$ cat src/rtl/backoff_pkg.sv
package backoff_pkg;
  typedef enum logic [1:0] {
    ST_IDLE  = 2'd0,
    ST_LOOP  = 2'd1,
    ST_PAUSE = 2'd2
  } bo_state_e;
endpackage

$ cat src/rtl/backoff_value.sv
module backoff_value #(
  parameter int VAL_W = 14,
  parameter int LIMIT = 4096
) (
  input  logic             clk_i,
  input  logic             rst_ni,
  input  logic             take_i,
  input  logic             clr_i,
  output logic [VAL_W-1:0] val_o
);
  logic [VAL_W-1:0] val_q;
  logic             under_cap;

  assign under_cap = (val_q <= VAL_W'(LIMIT));

  always_ff @(posedge clk_i or negedge rst_ni) begin
    if (!rst_ni)                   val_q <= VAL_W'(1);
    else if (clr_i)                val_q <= VAL_W'(1);
    else if (take_i && under_cap)  val_q <= val_q << 1;
  end

  assign val_o = val_q;

  AST_VAL_NONZERO: assert property (@(posedge clk_i) disable iff (!rst_ni)
    val_q != '0);
  AST_CLR_TO_ONE: assert property (@(posedge clk_i) disable iff (!rst_ni)
    clr_i |=> val_q == VAL_W'(1));
  AST_DOUBLE: assert property (@(posedge clk_i) disable iff (!rst_ni)
    take_i && !clr_i && under_cap |=> val_q == ($past(val_q) << 1));
  AST_HOLD_CAP: assert property (@(posedge clk_i) disable iff (!rst_ni)
    take_i && !clr_i && !under_cap |=> $stable(val_q));
endmodule

$ cat src/rtl/backoff_timer.sv
module backoff_timer #(
  parameter int VAL_W    = 14,
  parameter int ITER_CYC = 128
) (
  input  logic             clk_i,
  input  logic             rst_ni,
  input  logic             load_i,
  input  logic [VAL_W-1:0] load_val_i,
  input  logic             clear_i,
  output logic             active_o,
  output logic             last_o
);
  localparam int SUB_W = (ITER_CYC > 1) ? $clog2(ITER_CYC) : 1;
  localparam logic [SUB_W-1:0] SUB_TOP = SUB_W'(ITER_CYC - 1);

  logic [VAL_W-1:0] iter_q;
  logic [SUB_W-1:0] sub_q;

  assign active_o = (iter_q != '0);
  assign last_o   = active_o && (sub_q == '0) && (iter_q == VAL_W'(1));

  always_ff @(posedge clk_i or negedge rst_ni) begin
    if (!rst_ni) begin
      iter_q <= '0;
      sub_q  <= '0;
    end else if (load_i) begin
      iter_q <= load_val_i;
      sub_q  <= SUB_TOP;
    end else if (clear_i) begin
      iter_q <= '0;
      sub_q  <= '0;
    end else if (active_o) begin
      if (sub_q == '0) begin
        iter_q <= iter_q - VAL_W'(1);
        sub_q  <= SUB_TOP;
      end else begin
        sub_q <= sub_q - SUB_W'(1);
      end
    end
  end

  AST_ITER_STEP: assert property (@(posedge clk_i) disable iff (!rst_ni)
    active_o && sub_q == '0 && !load_i && !clear_i |=> iter_q == $past(iter_q) - VAL_W'(1));
  AST_CLEAR_IDLE: assert property (@(posedge clk_i) disable iff (!rst_ni)
    clear_i && !load_i |=> !active_o);
endmodule

$ cat src/rtl/backoff_ctrl.sv
module backoff_ctrl
  import backoff_pkg::*;
#(
  parameter int VAL_W    = 14,
  parameter int LIMIT    = 4096,
  parameter int ITER_CYC = 128,
  parameter int PAUSE_SH = 7,
  localparam int PAUSE_W = VAL_W + PAUSE_SH
) (
  input  logic               clk_i,
  input  logic               rst_ni,
  input  logic               fail_i,
  input  logic               success_i,
  input  logic               pause_mode_i,
  output logic               busy_o,
  output logic               pause_req_o,
  output logic [PAUSE_W-1:0] pause_cyc_o
);
  bo_state_e        state_q, state_d;
  logic [VAL_W-1:0] val;
  logic             accept, tmr_active, tmr_last;
  logic [PAUSE_W-1:0] pcyc_q;

  // fail is taken only when idle and not overridden by success
  assign accept = (state_q == ST_IDLE) && fail_i && !success_i;

  backoff_value #(.VAL_W(VAL_W), .LIMIT(LIMIT)) u_value (
    .clk_i  (clk_i),
    .rst_ni (rst_ni),
    .take_i (accept),
    .clr_i  (success_i),
    .val_o  (val)
  );

  backoff_timer #(.VAL_W(VAL_W), .ITER_CYC(ITER_CYC)) u_timer (
    .clk_i      (clk_i),
    .rst_ni     (rst_ni),
    .load_i     (accept && !pause_mode_i),
    .load_val_i (val),
    .clear_i    (state_q == ST_PAUSE),
    .active_o   (tmr_active),
    .last_o     (tmr_last)
  );

  always_comb begin
    state_d = state_q;
    unique case (state_q)
      ST_IDLE:  if (accept) state_d = pause_mode_i ? ST_PAUSE : ST_LOOP;
      ST_LOOP:  if (tmr_last) state_d = ST_IDLE;
      ST_PAUSE: state_d = ST_IDLE;
      default:  state_d = ST_IDLE;
    endcase
  end

  always_ff @(posedge clk_i or negedge rst_ni) begin
    if (!rst_ni) begin
      state_q <= ST_IDLE;
      pcyc_q  <= '0;
    end else begin
      state_q <= state_d;
      pcyc_q  <= (accept && pause_mode_i) ? (PAUSE_W'(val) << PAUSE_SH) : '0;
    end
  end

  assign busy_o      = (state_q != ST_IDLE);
  assign pause_req_o = (state_q == ST_PAUSE);
  assign pause_cyc_o = pcyc_q;

  AST_PAUSE_ONE: assert property (@(posedge clk_i) disable iff (!rst_ni)
    pause_req_o |=> !pause_req_o && !busy_o);
  AST_CYC_QUIET: assert property (@(posedge clk_i) disable iff (!rst_ni)
    !pause_req_o |-> pause_cyc_o == '0);
  AST_BUSY_IGNORE: assert property (@(posedge clk_i) disable iff (!rst_ni)
    busy_o && fail_i && !success_i |=> $stable(val));
  AST_LOOP_TIMED: assert property (@(posedge clk_i) disable iff (!rst_ni)
    state_q == ST_LOOP |-> tmr_active);
  AST_LOOP_NO_REQ: assert property (@(posedge clk_i) disable iff (!rst_ni)
    state_q == ST_LOOP |=> !pause_req_o);
endmodule

$ cat config.mk
export PLATFORM = sky130hd
export DESIGN_NAME = backoff_ctrl
export DESIGN_NICKNAME = d
export VERILOG_FILES = /design/src/rtl/backoff_pkg.sv /design/src/rtl/backoff_value.sv /design/src/rtl/backoff_timer.sv /design/src/rtl/backoff_ctrl.sv
export SDC_FILE = /design/constraint.sdc
export NUM_CORES = 1
export LEC_CHECK = 0
export ABC_AREA = 1
export BUFFER_PORTS_ARGS = -buffer_cell sky130_fd_sc_hd__buf_2
export CAP_MARGIN = 20
export CORE_MARGIN = 5
export CORE_UTILIZATION = 45
export CTS_BUF_LIST = sky130_fd_sc_hd__clkbuf_4 sky130_fd_sc_hd__clkbuf_8
export DETAILED_ROUTE_END_ITERATION = 10
export GPL_TIMING_DRIVEN = 0
export PLACE_DENSITY = 0.65
export SLEW_MARGIN = 40
export SYNTH_ARGS = -nofsm -noshare
export SYNTH_HDL_FRONTEND = slang
export SYNTH_SLANG_ARGS = --single-unit
$ cat constraint.sdc
create_clock -name clk_i -period 4 [get_ports clk_i]
set_input_delay 0 -clock clk_i [delete_from_list [all_inputs] [get_ports clk_i]]
set_output_delay 0 -clock clk_i [all_outputs]
set_load 0.05 [all_outputs]
Word level (Yosys, flattened, before mapping)

Cells that the tools add are included.

Word-level logic and storage cells: 46
Output and inout port bits: 23
Input port bits: 5
Register bits after elaboration: 58

Add/subtract/negate cells: 2
Equal/unequal tests: 5
Mux-type cells: 15
Reductions and logical operators: 18
Order comparisons: 1

Operators by type and width:

| kind                  | number |
|---|---|
| $mux 14               | 6 |
| $mux 7                | 4 |
| $mux 21               | 1 |
| $eq 14x1->1 const B   | 1 |
| $le 14x13->1 const B  | 1 |
| $reduce_bool 14->1    | 1 |
| $sub 14x1->14 const B | 1 |
| $logic_and 1x1->1     | 7 |
| $logic_not 7->1       | 1 |
| $sub 7x1->7 const B   | 1 |
| $mux 2                | 3 |
| $reduce_bool 3->1     | 2 |
| $ne 2x2->1 const B    | 2 |
| $pmux 2 s2            | 1 |
| $reduce_and 2->1      | 2 |
| $reduce_bool 2->1     | 2 |
| $eq 2x1->1 const B    | 1 |
| $eq 2x2->1 const B    | 1 |
| $logic_not 1->1       | 2 |
| $logic_not 2->1       | 1 |

Logic depth before layout (Yosys ltp)

Gate-level depths: netlist of the first run.

Depth in word-level cells: 6
Depth in mapped cells: 10
Gate-level depth less buffers: 10

Cells and area by module

A second synthesis of the first run with hierarchy kept.

Cells, all modules: 408
Area total of the unflattened synthesis: 3081.7 sq um

By module, submodules not included:

| module        | sequential area each (sq um) | cells each | instances | area an instance (sq um) |
|---|---|---|---|---|
| backoff_timer | 525.5                        | 242        | 1         | 1680.4 |
| backoff_value | 351.6                        | 99         | 1         | 711.9 |
| backoff_ctrl  | 400.4                        | 67         | 1         | 689.4 |

Worst setup path before layout of the first run

No wires, ideal clock.

Path kind: reg-to-reg
Start point: register u_timer.iter_q[0]
End point: register u_timer.iter_q[3]
Cell stages (with the launch flop): 11
Buffers on the path: 1
Slack: 2465 ps
Data required time: 3877 ps
Library setup time: 123 ps
Arrival time: 1412 ps
Period minus slack after synthesis: 1535 ps
Cells stage by stage: dfrtp_1 inv_1 ha_1 nand2_4 nor2_8 nand2_4 nand2_8 nand2_8 buf_6 nand2_1 nand2_1

Longest elaborated chain between the ends: 5
Elaborated cells between the ends (all ways): 8
Those cells by class: add/sub (1); mux (4); reduce/logical (3)

Ends and longest elaborated chain:

| element                  | line                | text |
|---|---|---|
| start: declaration       | backoff_timer.sv:16 | `logic [VAL_W-1:0] iter_q;` |
| start signal: assignment | backoff_timer.sv:27 | `iter_q <= load_val_i;` |
| start signal: assignment | backoff_timer.sv:34 | `iter_q <= iter_q - VAL_W'(1);` |
| $sub 14x1->14            | backoff_timer.sv:34 |  |
| $mux 14                  | backoff_timer.sv:33 | `if (sub_q == '0) begin` |
| $mux 14                  | backoff_timer.sv:32 | `end else if (active_o) begin` |
| $mux 14                  | backoff_timer.sv:29 | `end else if (clear_i) begin` |
| $mux 14                  | backoff_timer.sv:26 | `end else if (load_i) begin` |

Parallel ways exist; a longest one is shown, timed or not. The select of a mux whose other input is x is not followed.
A chain may end at the register's enable or synchronous reset.

Final worst setup path of the first run

Start point: register u_timer.iter_q[0]
End point: register u_timer.iter_q[7]

The elaborated chain is that of the path after synthesis.

==> run_results.csv, run 1 <==
group,metric,value,unit
floorplan,ios,28,
critical_path,cp.depth,10,
floorplan,core_area,0.00599,sq mm
cts,clk_latency,310,ps
critical_path,path_max_fanout,10,
cts,root_buffer,"clkbuf_8",
cts,cts_tree,"yes",
floorplan,start_util,47.0,%
floorplan,row_count,28,
global_route,grt_max_degree,52,
critical_path,reg2reg_depth,10,
synthesis,yosys.area_share.adder,1.78,%
timing,finalClockSkew,13.0,ps
timing,finalCriticalPeriod,1740,ps
worst_hold_path,hold_depth,5,
timing,max_freq,573,MHz
pwr,power.total,0.000862,W
synthesis,yosys-top-cells-area,"dfrtp_1 44%, nand2_1 12%, nand3_1 11%",
route,drt_wl_total,6270,um
cts,cts_sinks,51,
pwr,p_switching,0.000212,W
pwr,combPwrFrac,4.4,%
route,postRouteAntennaNets,0,
synthesis,ys_seq_area_share,45.4,%
critical_path,cpMaxStageDelayCell,"dfrtp_1",
route,via_per_inst,4.93,
pwr,power-per-cell-area,273,mW/mm^2
synthesis,ys.flop_type,"dfrtp_1",
synthesis,synth_compound_area_share,4.67,%
global_route,grt_usage,17.6,%
worst_hold_path,min_from,"fail_i",
timing,setup_slack,2260,ps
floorplan,floorplan.die_area,0.00793,sq mm
synthesis,async_flop_share,100,%
pwr,swShare,24.6,%
critical_path,r2r-start,"u_timer.iter_q[0]$_DFFE_PN0P_",
flow_run,drv_cap,0,
cts,cts_buffers,5,
global_route,grt_overflow,0,
critical_path,cpPeakStageDelay,410,ps
timing,worst_pin_slew,651,ps
worst_hold_path,hp-class,"in2reg",
synthesis,yosysUniqueCellTypes,31,
critical_path,r2r_end,"u_timer.iter_q[7]$_DFFE_PN0P_",
finish,multi_input_area,0.00125,sq mm
critical_path,cp_cell_sequence,"inv_1 > ha_1 > nand2_4 > nor2_8 > nand2_4 > nand2_8 > nand2_8 > buf_6 > nand2_1 > nand2_1",
placement,hpwl,4600,um
synthesis,ys_seq_elements,51,
placement,post-place-ws,2260,ps
route,drtPass1Iterations,4,
cts,clockBufferDepth,2,
finish,seqCellArea,0.00128,sq mm
timing,setup-violations-final,0,
critical_path,crit_path_start_kind,"flip-flop",
synthesis,avgSynthCellArea,7.73,sq um
synthesis,synth_top_area_cell,"dfrtp_1",
synthesis,yosys.area.top_type_share,44.5,%
synthesis,synth_mux_area_share,0,%
critical_path,crit_start,"u_timer.iter_q[0]$_DFFE_PN0P_",
cts,clk_pin_slew,100,ps
route,route.detailed.drc,0,
pwr,clockPowerShare,35.8,%
timing,timing.final.crit_share,43.6,%
synthesis,synth-simple-area-share,36.0,%
critical_path,cp.required,4200,ps
finish,final_net_count,409,
floorplan,die_width,89.1,um
pwr,internal-power,0.000650,W
route,routedWlPerCell,13.2,um
finish,antenna_cells,0,
timing,hold_viol,0,
global_route,grt_pass1_wl,10800,um
pwr,p_leak,1.78,nW
pwr,ir_drop,0.155,mV
cts,post_cts_buffers,0,
synthesis,synth_xor_area_share,1.24,%
worst_hold_path,holdPathEnd,"state_q[1]$_DFFE_PN0P_",
floorplan,die_height,89.1,um
run_status,outcome,"complete, no violations",
timing,finalMaxSlewViolations,0,
finish,area_growth,12.1,%
finish,fin_util,52.7,%
pwr,seqPwrFrac,59.8,%
synthesis,synth_edf_count,0,
synthesis,synth.cell_area,0.00281,sq mm
finish,layout-drive-gt1-share,15.7,%
route,first_iter_violations,141,
placement,place.gp.congestion,0.874,
global_route,antenna_found_initial,0,
placement,portBuffers,20,
timing,rsz0062_at_grt,"no",
synthesis,synth_top_family_by_area,"simple AND/OR/NAND/NOR gates",
global_route,grt_pass1_vias,2233,
synthesis,ys_warn_count,0,
critical_path,criticalPathCategory,"reg2reg",
timing,fin_setup_tns,0,ps
critical_path,path_delay_family,"simple AND/OR/NAND/NOR gates",
critical_path,ff2ff_setup_slack,2260,ps
critical_path,cp-end-kind,"flip-flop",
critical_path,critPathBufInv,2,
cts,h-tree-depth,2,
route,vias,2345,
synthesis,synth_cells,364,
timing,relSlewSlack,56.6,%
critical_path,arrival,1940,ps
finish,fillCellCount,573,
==> cells by family after synthesis <==
logic type               count (synthesis)
AND/OR/NAND/NOR                        214
adder cells (fa/ha/maj)                  4
XOR/XNOR                                 4
flip-flops                              51
AO/OA/AOI/OAI                           25
buffers and inverters                   65
other                                    1
==> worst min-delay path: stages <==
cell and delay, ps:
buf_2 100, inv_1 40, nor2_1 60, nand2_1 90, nor2_1 50
==> layout by cell type (no fill, tap or decap), types with 2 or more instances in the layout <==
cell           instances
a21oi_1                7
buf_2                 22
buf_4                  9
buf_6                  3
clkbuf_8               5
clkinv_2               2
conb_1                 7
dfrtp_1               50
dlygate4sd3_1          3
ha_1                   4
inv_1                 46
nand2_1               89
nand2_2                2
nand2_4                3
nand2_8                2
nand3_1               61
nand3_2                2
nor2_1                44
nor2_2                 3
nor2_4                 4
o21ai_0               13
o22ai_1                5
xor2_1                 3
==> per-stage QoR <==
| stage | area, sq um | hold slack [ps] | cells |
|---|---|---|---|
| finish | 3150 | 57.0 | 476 |
| global route | 3150 | 48.9 | 476 |
| CTS | 3150 | 46.5 | 476 |
| detailed placement | 3030 | 76.8 | 465 |
| global placement | 3030 | 238 | 465 |
| floorplan | 2840 | -296 | 370 |
==> cell type report <==
cell class	count	area share, %
plain buffers	16	3.69
clock buffers	5	2.18
well taps	75	2.98
repair buffers	23	4.20
multi-input cells	254	39.8
clock inverters	3	0.714
flip-flops and latches	51	40.5
inverters	49	5.95
==> registers in the layout, summed over array words and instances (netlist names) <==
signal and flops:
pause_cyc_o 14, state_q 2, u_timer.iter_q 14, u_timer.sub_q 7, u_value.val_o 14
==> metal layers <==
metal | share of wire [%] | vias up | track usage (%)
met3 | 2.5 | 6 | 3.13
met4 | 1.1 | 0 | 5.01
met1 | 47 | 1115 | 24.4
li1 | - | 1199 | -
met2 | 49 | 25 | 28.4
met5 | 0 | - | 0
==> worst max path at each step <==
stage,endpoint
after floorplan,u_timer.iter_q[3]$_DFFE_PN0P_
after global placement,u_timer.iter_q[7]$_DFFE_PN0P_
after detailed placement,u_timer.iter_q[7]$_DFFE_PN0P_
after CTS,u_timer.iter_q[7]$_DFFE_PN0P_
after global routing,u_timer.iter_q[13]$_DFFE_PN0P_
final,u_timer.iter_q[7]$_DFFE_PN0P_
==> power groups by stage <==
stage / registers, W / clock network [W] / logic, W
floorplan: 0.000526 / 0 / 0.0000223
global placement: 0.000525 / 0 / 0.0000360
detailed placement: 0.000525 / 0 / 0.0000364
CTS: 0.000515 / 0.000318 / 0.0000387
global route: 0.000515 / 0.000344 / 0.0000423
finish: 0.000515 / 0.000309 / 0.0000381
==> synthesized netlist by cell type, types with 2 or more instances <==
| library cell | count |
|---|---|
| o22ai_1 | 5 |
| nand3_2 | 2 |
| o21ai_0 | 13 |
| nand2_8 | 2 |
| xor2_1 | 3 |
| buf_6 | 3 |
| buf_4 | 8 |
| buf_2 | 3 |
| nor2_4 | 4 |
| nand2_1 | 89 |
| nand2_4 | 3 |
| dfrtp_1 | 50 |
| nand3_1 | 61 |
| nor2_1 | 44 |
| a21oi_1 | 7 |
| ha_1 | 4 |
| inv_1 | 46 |
| nand2_2 | 2 |
| nor2_2 | 3 |
==> what timing repair did <==
action	4_1_cts	5_1_grt
gates resized for setup	0	0
hold buffers	3	0
endpoints found under the hold margin	52	0
Power figures use the tool's default switching activity.
==> run 2, diff against run 1 <==
Settings changed: ABC_AREA 1 to 0, PLACE_DENSITY 0.65 to 0.68.
Clock period 4 ns to 1.5 ns, I/O delays scaled along.
==> run_results.csv, run 2 <==
group,metric,value,unit
run_status,outcome,"finished with violations",
run_status,violations,"setup timing",
timing,worst_pin_slew,655,ps
timing,setup-violations-final,36,
cts,clk_latency,320,ps
placement,portBuffers,19,
floorplan,die_width,86.7,um
timing,finalCriticalPeriod,2260,ps
synthesis,yosysUniqueCellTypes,54,
synthesis,ys.flop_type,"dfrtp_1",
critical_path,criticalPathCategory,"reg2reg",
synthesis,ys_seq_elements,51,
synthesis,synth_cells,278,
pwr,power-per-cell-area,1600,mW/mm^2
route,drtPass1Iterations,4,
global_route,grt_pass1_wl,11600,um
critical_path,cp-end-kind,"flip-flop",
global_route,grt_max_degree,52,
route,via_per_inst,5.78,
synthesis,synth_top_area_cell,"dfrtp_1",
synthesis,ys_warn_count,0,
timing,max_freq,443,MHz
finish,fillCellCount,490,
cts,h-tree-depth,2,
route,vias,2383,
synthesis,synth_commonest_cells,"50 x dfrtp_1, 25 x nor2_1, 23 x a21oi_1",
finish,final_common_cell,"dfrtp_1",
route,routedWlPerCell,17.4,um
critical_path,r2r_end,"u_timer.iter_q[9]$_DFFE_PN0P_",
floorplan,start_util,45.5,%
cts,cts_sinks,51,
floorplan,ios,28,
finish,seqCellArea,0.00128,sq mm
synthesis,synth_edf_count,0,
global_route,grt_usage,19.6,%
synthesis,yosysMostFrequentCell,"dfrtp_1",
finish,multi_input_area,0.00144,sq mm
route,route.detailed.drc,0,
critical_path,path_max_fanout,6,
finish,final_net_count,345,
critical_path,ff2ff_setup_slack,-760,ps
global_route,grt_pass1_vias,2313,
worst_hold_path,hold_depth,3,
timing,rsz0062_at_grt,"yes",
critical_path,cp.required,1700,ps
critical_path,arrival,2460,ps
critical_path,reg2reg_depth,7,
cts,cts_tree,"yes",
finish,layout-drive-gt1-share,36.5,%
timing,finalClockSkew,13.9,ps
worst_hold_path,min_from,"success_i",
floorplan,die_height,86.7,um
placement,post-place-ws,-979,ps
route,first_iter_violations,242,
cts,clockBufferDepth,2,
worst_hold_path,hp-class,"in2reg",
route,postRouteAntennaNets,0,
flow_run,drv_cap,0,
finish,final_cell_mix,"48 x dfrtp_1, 25 x buf_4, 22 x nor2_1",
global_route,grt_overflow,0,
synthesis,yosys.area.top_type_share,47.2,%
timing,finalMaxSlewViolations,0,
placement,dpl.cell_count,378,
timing,relSlewSlack,56.4,%
finish,antenna_cells,0,
worst_hold_path,holdPathEnd,"u_value.val_o[3]$_DFFE_PN0P_",
cts,root_buffer,"clkbuf_8",
global_route,antenna_found_initial,0,
route,drt_wl_total,7180,um
floorplan,floorplan.die_area,0.00752,sq mm
critical_path,crit_path_start_kind,"flip-flop",
pwr,ir_drop,0.901,mV
finish,fin_cells,412,
synthesis,ys_seq_area_share,48.2,%
pwr,p_leak,1.68,nW
synthesis,async_flop_share,100,%
critical_path,r2r-start,"u_timer.iter_q[0]$_DFFE_PN0P_",
finish,area_growth,34.4,%
synthesis,avgSynthCellArea,9.53,sq um
timing,setup_slack,-756,ps
floorplan,row_count,28,
synthesis,synth.cell_area,0.00265,sq mm
cts,clk_pin_slew,100,ps
floorplan,core_area,0.00582,sq mm
cts,cts_buffers,5,
placement,place.gp.congestion,0.844,
timing,hold_viol,0,
placement,hpwl,4370,um
timing,timing.final.crit_share,150,%
synthesis,yosys-top-cells-area,"dfrtp_1 47%, a21oi_1 4.3%, and3_1 3.5%",
==> run 2: how the worst max path moves through the flow <==
stage                                        from                        endpoint  slack (ps)
floorplan           u_timer.iter_q[4]$_DFFE_PN0P_  u_timer.iter_q[10]$_DFFE_PN0P_        -710
global placement    u_timer.iter_q[0]$_DFFE_PN0P_   u_timer.iter_q[8]$_DFFE_PN0P_        -990
detailed placement  u_timer.iter_q[0]$_DFFE_PN0P_   u_timer.iter_q[8]$_DFFE_PN0P_        -980
CTS                 u_timer.iter_q[4]$_DFFE_PN0P_    u_timer.sub_q[3]$_DFFE_PN0P_        -750
global route        u_timer.iter_q[1]$_DFFE_PN0P_   u_timer.iter_q[9]$_DFFE_PN0P_        -810
finish              u_timer.iter_q[0]$_DFFE_PN0P_   u_timer.iter_q[9]$_DFFE_PN0P_        -760
==> run 2: worst max-delay path: stages (launching register included) <==
cell,delay (ps)
dfrtp_1,420
inv_2,100
ha_4,150
or3b_4,380
or4_4,590
a21oi_4,260
o21bai_1,110
nor2b_1,130
==> run 2: final cells by class <==
cell class | instances | area share (%)
buffer | 19 | 4.46
clock buffer | 5 | 1.93
clock inverter | 3 | 0.633
inverter | 19 | 2.00
multi-input combinational | 191 | 40.6
sequential | 51 | 36.0
tap | 75 | 2.64
timing repair buffer | 49 | 11.8
==> run 2: kinds of logic (layout without fill, tap and decap cells) <==
| kind of cell | count (synthesis) | count (layout) | synth area share (%) |
|---|---|---|---|
| mux | 1 | 1 | 0.425 |
| other cells | 1 | 7 | 0.142 |
| flops | 51 | 51 | 48.2 |
| compound gates | 79 | 79 | 20.3 |
| buf+inv | 42 | 95 | 7.32 |
| simple gates | 100 | 100 | 21.7 |
| fa+ha+maj | 4 | 4 | 1.89 |
==> run 2: stage by stage <==
stage | utilization [%] | instance area [sq um] | total power, W | hold slack [ps] | setup TNS (ps)
after floorplan | - | 2730 | 0.00336 | -296 | -16350
after global routing | 61.2 | 3560 | 0.00604 | 85.1 | -22910
after CTS | 57.2 | 3330 | 0.00535 | 76.5 | -19760
final | 61.2 | 3560 | 0.00569 | 69.3 | -20070
after global placement | 50.2 | 2920 | 0.00372 | 283 | -23140
after detailed placement | 50.2 | 2920 | 0.00378 | 71.5 | -24120
==> run 2: layer usage <==
metal  global-route usage, %  vias up  part of all wire, %
li1                        -     1112                    -
met3                    3.99       17                  4.3
met5                       0        -                    0
met4                    5.81        0                  2.1
met1                    25.3     1199                   43
met2                    33.0       55                   50
==> run 2: report_power, final <==
| part | internal, W | switching [W] |
|---|---|---|
| Combinational | 0.00138 | 0.00149 |
| Clock | 0.000335 | 0.000494 |
| Sequential | 0.00165 | 0.000346 |
| Total | 0.00337 | 0.00232 |
==> run 2: timing repair <==
item | in CTS | in global routing
gates cloned | 0 | 3
endpoints found under the hold margin | 50 | 0
gates resized for setup | 37 | 40
endpoints found under the setup margin | 46 | 47
hold buffers | 1 | 0
pin swaps | 28 | 22
buffers inserted | 18 | 8
